$ cat src/rtl/sar_pkg.sv
package sar_pkg;
  localparam int unsigned DEF_RES_W   = 12;
  localparam int unsigned DEF_SHORT_W = 8;
  localparam int unsigned DEF_BYTE_W  = 8;

  typedef enum logic [1:0] {
    RD_OFF  = 2'd0,
    RD_WORD = 2'd1,
    RD_HIGH = 2'd2,
    RD_LOW  = 2'd3
  } rd_sel_e;
endpackage

$ cat src/rtl/sar_start_detect.sv
module sar_start_detect (
  input  logic clk,
  input  logic rst_n,
  input  logic chip_en,
  input  logic chip_sel_n,
  input  logic rd_conv,
  input  logic busy,
  output logic start_evt
);
  logic lvl, lvl_q;

  // all three enables must agree; whichever arrives last forms the edge
  assign lvl = chip_en & ~chip_sel_n & ~rd_conv;

  always_ff @(posedge clk) begin
    if (!rst_n) lvl_q <= 1'b0;
    else        lvl_q <= lvl;
  end

  assign start_evt = lvl & ~lvl_q & ~busy;
endmodule

$ cat src/rtl/sar_seq.sv
module sar_seq #(
  parameter int unsigned WIDTH      = 12,
  parameter int unsigned SHORT_BITS = 8
) (
  input  logic             clk,
  input  logic             rst_n,
  input  logic             start_evt,
  input  logic             short_req,
  input  logic             cmp_in,
  output logic             busy,
  output logic             done_evt,
  output logic [WIDTH-1:0] trial,
  output logic [WIDTH-1:0] result
);
  localparam int unsigned IDX_W    = $clog2(WIDTH);
  localparam int unsigned PAD_BITS = WIDTH - SHORT_BITS;

  logic             busy_q, short_q;
  logic [IDX_W-1:0] idx_q, stop_idx;
  logic [WIDTH-1:0] work_q, result_q, decided;

  function automatic logic [WIDTH-1:0] bit_at(input logic [IDX_W-1:0] i);
    return WIDTH'(1) << i;
  endfunction

  // keep the trial bit when the input is at or above the trial level
  function automatic logic [WIDTH-1:0] keep_or_clear(
    input logic [WIDTH-1:0] code, input logic [IDX_W-1:0] i, input logic keep);
    return keep ? code : (code & ~bit_at(i));
  endfunction

  function automatic logic [WIDTH-1:0] pad_short(
    input logic [WIDTH-1:0] code, input logic is_short);
    logic [WIDTH-1:0] mask;
    mask = ~((WIDTH'(1) << PAD_BITS) - WIDTH'(1));
    return is_short ? (code & mask) : code;
  endfunction

  assign stop_idx = short_q ? IDX_W'(PAD_BITS) : '0;
  assign done_evt = busy_q && (idx_q == stop_idx);
  assign decided  = keep_or_clear(work_q, idx_q, cmp_in);

  always_ff @(posedge clk) begin
    if (!rst_n) begin
      busy_q   <= 1'b0;
      short_q  <= 1'b0;
      idx_q    <= '0;
      work_q   <= '0;
      result_q <= '0;
    end else if (start_evt) begin
      busy_q  <= 1'b1;
      short_q <= short_req;
      idx_q   <= IDX_W'(WIDTH - 1);
      work_q  <= bit_at(IDX_W'(WIDTH - 1));
    end else if (busy_q) begin
      if (done_evt) begin
        busy_q   <= 1'b0;
        work_q   <= decided;
        result_q <= pad_short(decided, short_q);
      end else begin
        idx_q  <= idx_q - IDX_W'(1);
        work_q <= decided | bit_at(idx_q - IDX_W'(1));
      end
    end
  end

  assign busy   = busy_q;
  assign trial  = work_q;
  assign result = result_q;
endmodule

$ cat src/rtl/sar_read_mux.sv
module sar_read_mux
  import sar_pkg::*;
#(
  parameter int unsigned WIDTH  = 12,
  parameter int unsigned BYTE_W = 8
) (
  input  logic             chip_en,
  input  logic             chip_sel_n,
  input  logic             rd_conv,
  input  logic             busy,
  input  logic             wide_rd,
  input  logic             byte_sel,
  input  logic [WIDTH-1:0] result,
  output logic [WIDTH-1:0] data_out,
  output logic             data_oe
);
  localparam int unsigned LOW_W = WIDTH - BYTE_W;

  rd_sel_e sel;

  // byte lanes sit on the upper BYTE_W lines, left-justified
  function automatic logic [WIDTH-1:0] lane(input rd_sel_e s, input logic [WIDTH-1:0] r);
    case (s)
      RD_WORD: return r;
      RD_HIGH: return {r[WIDTH-1 -: BYTE_W], {LOW_W{1'b0}}};
      RD_LOW:  return {r[LOW_W-1:0], {BYTE_W{1'b0}}};
      default: return '0;
    endcase
  endfunction

  assign data_oe = chip_en & ~chip_sel_n & rd_conv & ~busy;

  always_comb begin
    if (!data_oe)     sel = RD_OFF;
    else if (wide_rd) sel = RD_WORD;
    else if (byte_sel) sel = RD_LOW;
    else              sel = RD_HIGH;
  end

  assign data_out = lane(sel, result);
endmodule

$ cat src/rtl/sar_ctrl_top.sv
module sar_ctrl_top
  import sar_pkg::*;
#(
  parameter int unsigned WIDTH      = DEF_RES_W,
  parameter int unsigned SHORT_BITS = DEF_SHORT_W,
  parameter int unsigned BYTE_W     = DEF_BYTE_W
) (
  input  logic             clk,
  input  logic             rst_n,
  input  logic             chip_en,
  input  logic             chip_sel_n,
  input  logic             rd_conv,
  input  logic             byte_sel,
  input  logic             wide_rd,
  input  logic             cmp_in,
  output logic [WIDTH-1:0] dac_code,
  output logic             busy,
  output logic [WIDTH-1:0] data_out,
  output logic             data_oe
);
  logic             start_evt;
  logic             done_evt;
  logic [WIDTH-1:0] result_q;

  sar_start_detect u_start (
    .clk(clk), .rst_n(rst_n), .chip_en(chip_en), .chip_sel_n(chip_sel_n),
    .rd_conv(rd_conv), .busy(busy), .start_evt(start_evt)
  );

  sar_seq #(.WIDTH(WIDTH), .SHORT_BITS(SHORT_BITS)) u_seq (
    .clk(clk), .rst_n(rst_n), .start_evt(start_evt), .short_req(byte_sel),
    .cmp_in(cmp_in), .busy(busy), .done_evt(done_evt), .trial(dac_code),
    .result(result_q)
  );

  sar_read_mux #(.WIDTH(WIDTH), .BYTE_W(BYTE_W)) u_rd (
    .chip_en(chip_en), .chip_sel_n(chip_sel_n), .rd_conv(rd_conv), .busy(busy),
    .wide_rd(wide_rd), .byte_sel(byte_sel), .result(result_q),
    .data_out(data_out), .data_oe(data_oe)
  );
endmodule

$ cat config.mk
export PLATFORM = sky130hd
export DESIGN_NAME = sar_ctrl_top
export DESIGN_NICKNAME = d
export VERILOG_FILES = /design/src/rtl/sar_pkg.sv /design/src/rtl/sar_start_detect.sv /design/src/rtl/sar_seq.sv /design/src/rtl/sar_read_mux.sv /design/src/rtl/sar_ctrl_top.sv
export SDC_FILE = /design/constraint.sdc
export NUM_CORES = 1
export LEC_CHECK = 0
export ABC_AREA = 1
export BUFFER_PORTS_ARGS = -buffer_cell sky130_fd_sc_hd__buf_4
export CAP_MARGIN = 20
export CELL_PAD_IN_SITES_DETAIL_PLACEMENT = 1
export CELL_PAD_IN_SITES_GLOBAL_PLACEMENT = 1
export CORE_AREA = 2 2 68 70
export DETAILED_ROUTE_END_ITERATION = 10
export DIE_AREA = 0 0 70 72
export GPL_TIMING_DRIVEN = 1
export HOLD_SLACK_MARGIN = 0.1
export PLACE_DENSITY_LB_ADDON = 0.1
export SLEW_MARGIN = 20
export SYNTH_ARGS = -nofsm -noshare
export SYNTH_HDL_FRONTEND = slang
export SYNTH_HIERARCHICAL = 1
export SYNTH_SLANG_ARGS = --single-unit
$ cat constraint.sdc
create_clock -name clk -period 3.4 [get_ports clk]
set_input_delay 0.17 -clock clk [delete_from_list [all_inputs] [get_ports clk]]
set_output_delay 0.17 -clock clk [all_outputs]
set_load 0.05 [all_outputs]
==> results.json, run 1 <==
{
  "status": "completed",
  "fmax_ghz": 0.495,
  "drtIter0Drc": 47,
  "post-route-period-util_pct": 59.5,
  "max_cap_viol_count": 0,
  "clkTransAtPathRegs_ns": 0.06,
  "max-vdd-ir-drop_uv": 225,
  "grt.total_usage_pct": 20.4,
  "timing.final.crit_period_ns": 2.02,
  "grt_antenna_before_repair": 0,
  "io_buffer_count": 33,
  "path_cells": "or2_0 > nor2_1 > nor2_4 > inv_2 > nand2_1 > a21oi_1",
  "grt_busiest_layer": "met2",
  "cts_made_buffers": 5,
  "crit_arrival_ns": 2.23,
  "critPathKind": "reg2reg",
  "grt_util_met1_pct": 27.8,
  "avgSynthCellArea_um2": 7.20,
  "placedCellCount": 320,
  "gp_congestion": 0.803,
  "hold_violations": 0,
  "synthCells": 241,
  "clock_latency_ns": 0.29,
  "final_common_cell": "nand2_1",
  "cts_hold_buf": 0,
  "fp.dieH_um": 72,
  "clockBufferDepth": 2,
  "holdWs_ns": 0.187,
  "setup_viol": 0,
  "rows": 24,
  "drc": 0,
  "diodes": 0,
  "place_hpwl_mm": 3.63,
  "globalRouteMet2Util_pct": 33.1,
  "nNetsFinal": 288,
  "power_density_mw_per_mm2": 400,
  "cp_max_fo": 15,
  "start_util_pct": 40.7,
  "hp-class": "in2reg",
  "clock-sinks": 31,
  "vias_per_cell": 5.14,
  "die_x_um": 70,
  "cts_tree": "yes",
  "drv_slew": 0,
  "fin_skew_ns": 0.00673,
  "drt_pre_antenna_iters": 4,
  "grt_max_degree": 16,
  "power.total_uw": 838,
  "crit_slowest_cell": "dfxtp_1",
  "yosys_warnings": 6,
  "grt_pass1_vias": 1645,
  "areaGrowthSynthToFinish_pct": 20.6,
  "synthesis.area_mm2": 0.00174,
  "endpoint_kind": "flip-flop",
  "cts_root_buf": "clkbuf_8",
  "rsz0062_at_grt": "false",
  "stdcell_count": 327,
  "final_cell_mix": "nand2_1 (36), buf_4 (33), dfxtp_1 (31), nor2_1 (30), inv_1 (29)",
  "postCtsSetupBuffers": 0,
  "seqCellArea_um2": 621,
  "syn-num-nets": 254,
  "cpPeakStageDelay_ns": 0.53,
  "nFillCells": 563,
  "tns_ns": 0,
  "multiInputGateArea_um2": 947,
  "final_antenna_net_count": 0,
  "grt_pass1_wl_mm": 8.24,
  "cts_resized": 0,
  "dieArea_mm2": 0.00504,
  "grt_overflow": 0,
  "slew_headroom_pct": 53.2,
  "ios": 34,
  "worstPathRequired_ns": 3.61,
  "met3_usage_pct": 3.89,
  "wirelength_mm": 4.75,
  "coreArea_mm2": 0.00426,
  "vias": 1680,
  "drive_gt1_share_pct": 22.5,
  "wl_per_cell_um": 14.5,
  "p_leak_nw": 0.879,
  "critPathLaunchType": "flip-flop",
  "worst_pin_slew_ns": 0.701,
  "h-tree-depth": 2
}
## power by group
| part | internal, mW | leakage (nW) | switching, mW |
|---|---|---|---|
| clock | 0.159 | 0.0470 | 0.137 |
| combinational | 0.0432 | 0.581 | 0.109 |
| sequential | 0.375 | 0.251 | 0.0148 |
## critical path: cells and delay by family, from the launching register on
kind / cells / cell delay (ns)
flip-flops: 1 / 0.53
buffers and inverters: 1 / 0.25
AO/OA/AOI/OAI: 1 / 0.15
AND/OR/NAND/NOR: 4 / 1.02
## worst paths after layout
check        cells past startpoint               end        startpoint  slack [ns]
max                              6   u_seq/result[3]        u_seq/busy        1.38
min                              3     u_start/lvl_q             rst_n        0.19
min reg2reg                      2  u_seq/result[11]  u_seq/result[11]        0.47
max reg2reg                      6   u_seq/result[3]        u_seq/busy        1.38
## sequential cells by signal, indices dropped and copies added (netlist names)
signal / flops
u_seq/result: 12
u_seq/short_q: 1
u_seq/trial: 12
u_seq/idx_q: 4
u_start/lvl_q: 1
u_seq/busy: 1
## cell type report
class | instances | share of cell area (%)
inverters | 33 | 5.98
flip-flops and latches | 31 | 29.6
clock buffers | 6 | 3.95
well taps | 52 | 3.11
repair buffers | 33 | 11.8
clock inverters | 1 | 0.239
multi-input cells | 171 | 45.2
## through the flow
step                util, %  worst slack [ns]  cell area (um^2)
finish                 49.1              1.38              2090
global route           49.1              1.13              2090
CTS                    49.1              1.36              2090
detailed placement     47.0              1.38              2010
global placement       47.0              1.45              2010
floorplan                 -              1.48              1740
## per-layer routing
layer | vias up | share of wire, %
li1 | 869 | -
met1 | 764 | 49
met2 | 42 | 46
met3 | 5 | 4.0
met4 | 0 | 1.2
met5 | - | 0
No activity file was read; power rests on OpenSTA's default activity.
==> run 2: changes to the inputs <==
- ABC_AREA: 1 -> 0
- CORE_AREA: 2 2 68 70 -> 2 2 69 71
- DIE_AREA: 0 0 70 72 -> 0 0 71 73
- clock period: 3.4 -> 1.95 ns (I/O delays scaled with it)
==> results.json, run 2 <==
{
  "critical_path_depth": 6,
  "clkTransAtPathRegs_ns": 0.06,
  "drive_gt1_share_pct": 27.1,
  "final_antenna_net_count": 0,
  "h-tree-depth": 2,
  "synthesis.area_mm2": 0.00175,
  "worstPathRequired_ns": 2.11,
  "rows": 25,
  "diodes": 0,
  "slew_headroom_pct": 65.1,
  "areaGrowthSynthToFinish_pct": 22.3,
  "final_common_cell": "buf_4",
  "coreArea_mm2": 0.00454,
  "cpPeakStageDelay_ns": 0.40,
  "grt.total_usage_pct": 20.2,
  "cts_made_buffers": 5,
  "worst_pin_slew_ns": 0.522,
  "place_hpwl_mm": 3.68,
  "p_leak_nw": 0.871,
  "post-route-period-util_pct": 91.1,
  "io_buffer_count": 33,
  "whs_path_depth": 3,
  "drv_slew": 0,
  "start_util_pct": 38.5,
  "setup_viol": 0,
  "cts_tree": "yes",
  "grt_pass1_vias": 1627,
  "pre_cts_slack_ns": 0.0820,
  "grt_antenna_before_repair": 0,
  "vias": 1555,
  "critPathBufInv": 1,
  "clockBufferDepth": 2,
  "avgSynthCellArea_um2": 9.24,
  "nNetsFinal": 238,
  "vias_per_cell": 5.57,
  "hp-class": "in2reg",
  "grt_max_degree": 22,
  "crit_slowest_cell": "dfxtp_1",
  "clock-sinks": 31,
  "drt_pre_antenna_iters": 6,
  "power.share.switching_pct": 29.2,
  "grt_overflow": 0,
  "rsz0062_at_grt": "false",
  "power_density_mw_per_mm2": 678,
  "ff2ff_path_depth": 6,
  "fin_ws_ns": 0.174,
  "cp_top_family": "compound AO/OA/AOI/OAI gates",
  "fin_skew_ns": 0.00382,
  "ios": 34,
  "p_seq_share_pct": 46.2,
  "gp_congestion": 0.791,
  "critPathLaunchType": "flip-flop",
  "grt_pass1_wl_mm": 8.27,
  "crit_arrival_ns": 1.94,
  "max-vdd-ir-drop_uv": 379,
  "internal-power_mw": 1.03,
  "cts_root_buf": "clkbuf_8",
  "wl_per_cell_um": 17.3,
  "tns_ns": 0,
  "yosys_warnings": 6,
  "critPathKind": "reg2reg",
  "drc": 0,
  "max_cap_viol_count": 0,
  "wirelength_mm": 4.83,
  "fmax_ghz": 0.563,
  "fp.dieH_um": 73,
  "switchingPower_uw": 423,
  "clock_latency_ns": 0.28,
  "status": "completed",
  "cp_max_fo": 6,
  "syn-num-nets": 202,
  "hold_violations": 0,
  "postCtsSetupBuffers": 0,
  "utilization_pct": 47.1,
  "timing.final.crit_period_ns": 1.78,
  "comb_power_share_pct": 19.0,
  "final_cell_mix": "buf_4 (38), dfxtp_1 (30), nand2_1 (19), a21boi_0 (11), nand3_1 (10)",
  "die_x_um": 71,
  "endpoint_kind": "flip-flop",
  "p_clk_share_pct": 34.8,
  "path_cells": "inv_1 > ha_1 > xnor2_1 > a31oi_2 > a311oi_1 > nor2_1",
  "dieArea_mm2": 0.00518,
  "synthCells": 189,
  "drtIter0Drc": 53
}
==> run 2: cell count changes in the layout (fill, tap and decap cells not counted), sizes merged, moves of 7 or more <==
cell,change
a21boi,+7
and3,+8
nor2,-29
mux2i,+9
o21ai,-10
inv,-25
nor2b,+9
nand4,-13
a21oi,-28
nand2,-20
==> run 2: layer usage <==
layer | vias to the layer above | global-route usage (%) | routed length [um]
li1 | 748 | - | -
met1 | 757 | 26.4 | 2150
met2 | 43 | 34.3 | 2410
met3 | 7 | 3.73 | 204
met4 | 0 | 5.66 | 65
met5 | - | 0 | 0
==> run 2: timing repair <==
action,4_1_cts,5_1_grt
endpoints found under the setup margin,0,4
hold buffers,1,0
endpoints found under the hold margin,1,0
gates resized for setup,0,2
==> run 2: power by group through the flow <==
stage / logic (mW) / registers (mW) / clock network (mW)
after floorplan: 0.162 / 0.706 / 0
after global placement: 0.265 / 0.682 / 0
after detailed placement: 0.270 / 0.684 / 0
after CTS: 0.273 / 0.669 / 0.522
after global routing: 0.298 / 0.672 / 0.552
final: 0.275 / 0.669 / 0.504
==> run 2: final cells by class <==
| class | instances | area, um^2 |
|---|---|---|
| Fill cell | 538 | 2400 |
| Inverter | 7 | 27.5 |
| Sequential cell | 31 | 622 |
| Multi-Input combinational cell | 141 | 1040 |
| Timing Repair Buffer | 39 | 295 |
| Tap cell | 54 | 67.6 |
| Clock inverter | 1 | 5.00 |
| Clock buffer | 6 | 82.6 |
==> run 2: final timing paths <==
path / start / end / slack [ns]
worst max-delay path: u_seq/idx_q[0] / u_seq/trial[9] / 0.17
worst min-delay path: chip_en / u_start/lvl_q / 0.11
worst max register to register: u_seq/idx_q[0] / u_seq/trial[9] / 0.17
worst min register to register: u_seq/result[7] / u_seq/result[7] / 0.47
==> run 2: tightest hold or removal path, stage by stage <==
cell and delay (ns):
buf_4 0.13, nand2b_4 0.07, nor3b_2 0.04
==> run 2: stage by stage <==
stage | std cells | hold WS [ns] | total power, mW | instance area [um^2]
after detailed placement | 271 | 0.325 | 0.953 | 2040
after global routing | 279 | 0.109 | 1.52 | 2140
after global placement | 271 | 0.308 | 0.947 | 2040
final | 279 | 0.111 | 1.45 | 2140
after CTS | 279 | 0.111 | 1.46 | 2130
after floorplan | 189 | 0.167 | 0.868 | 1750
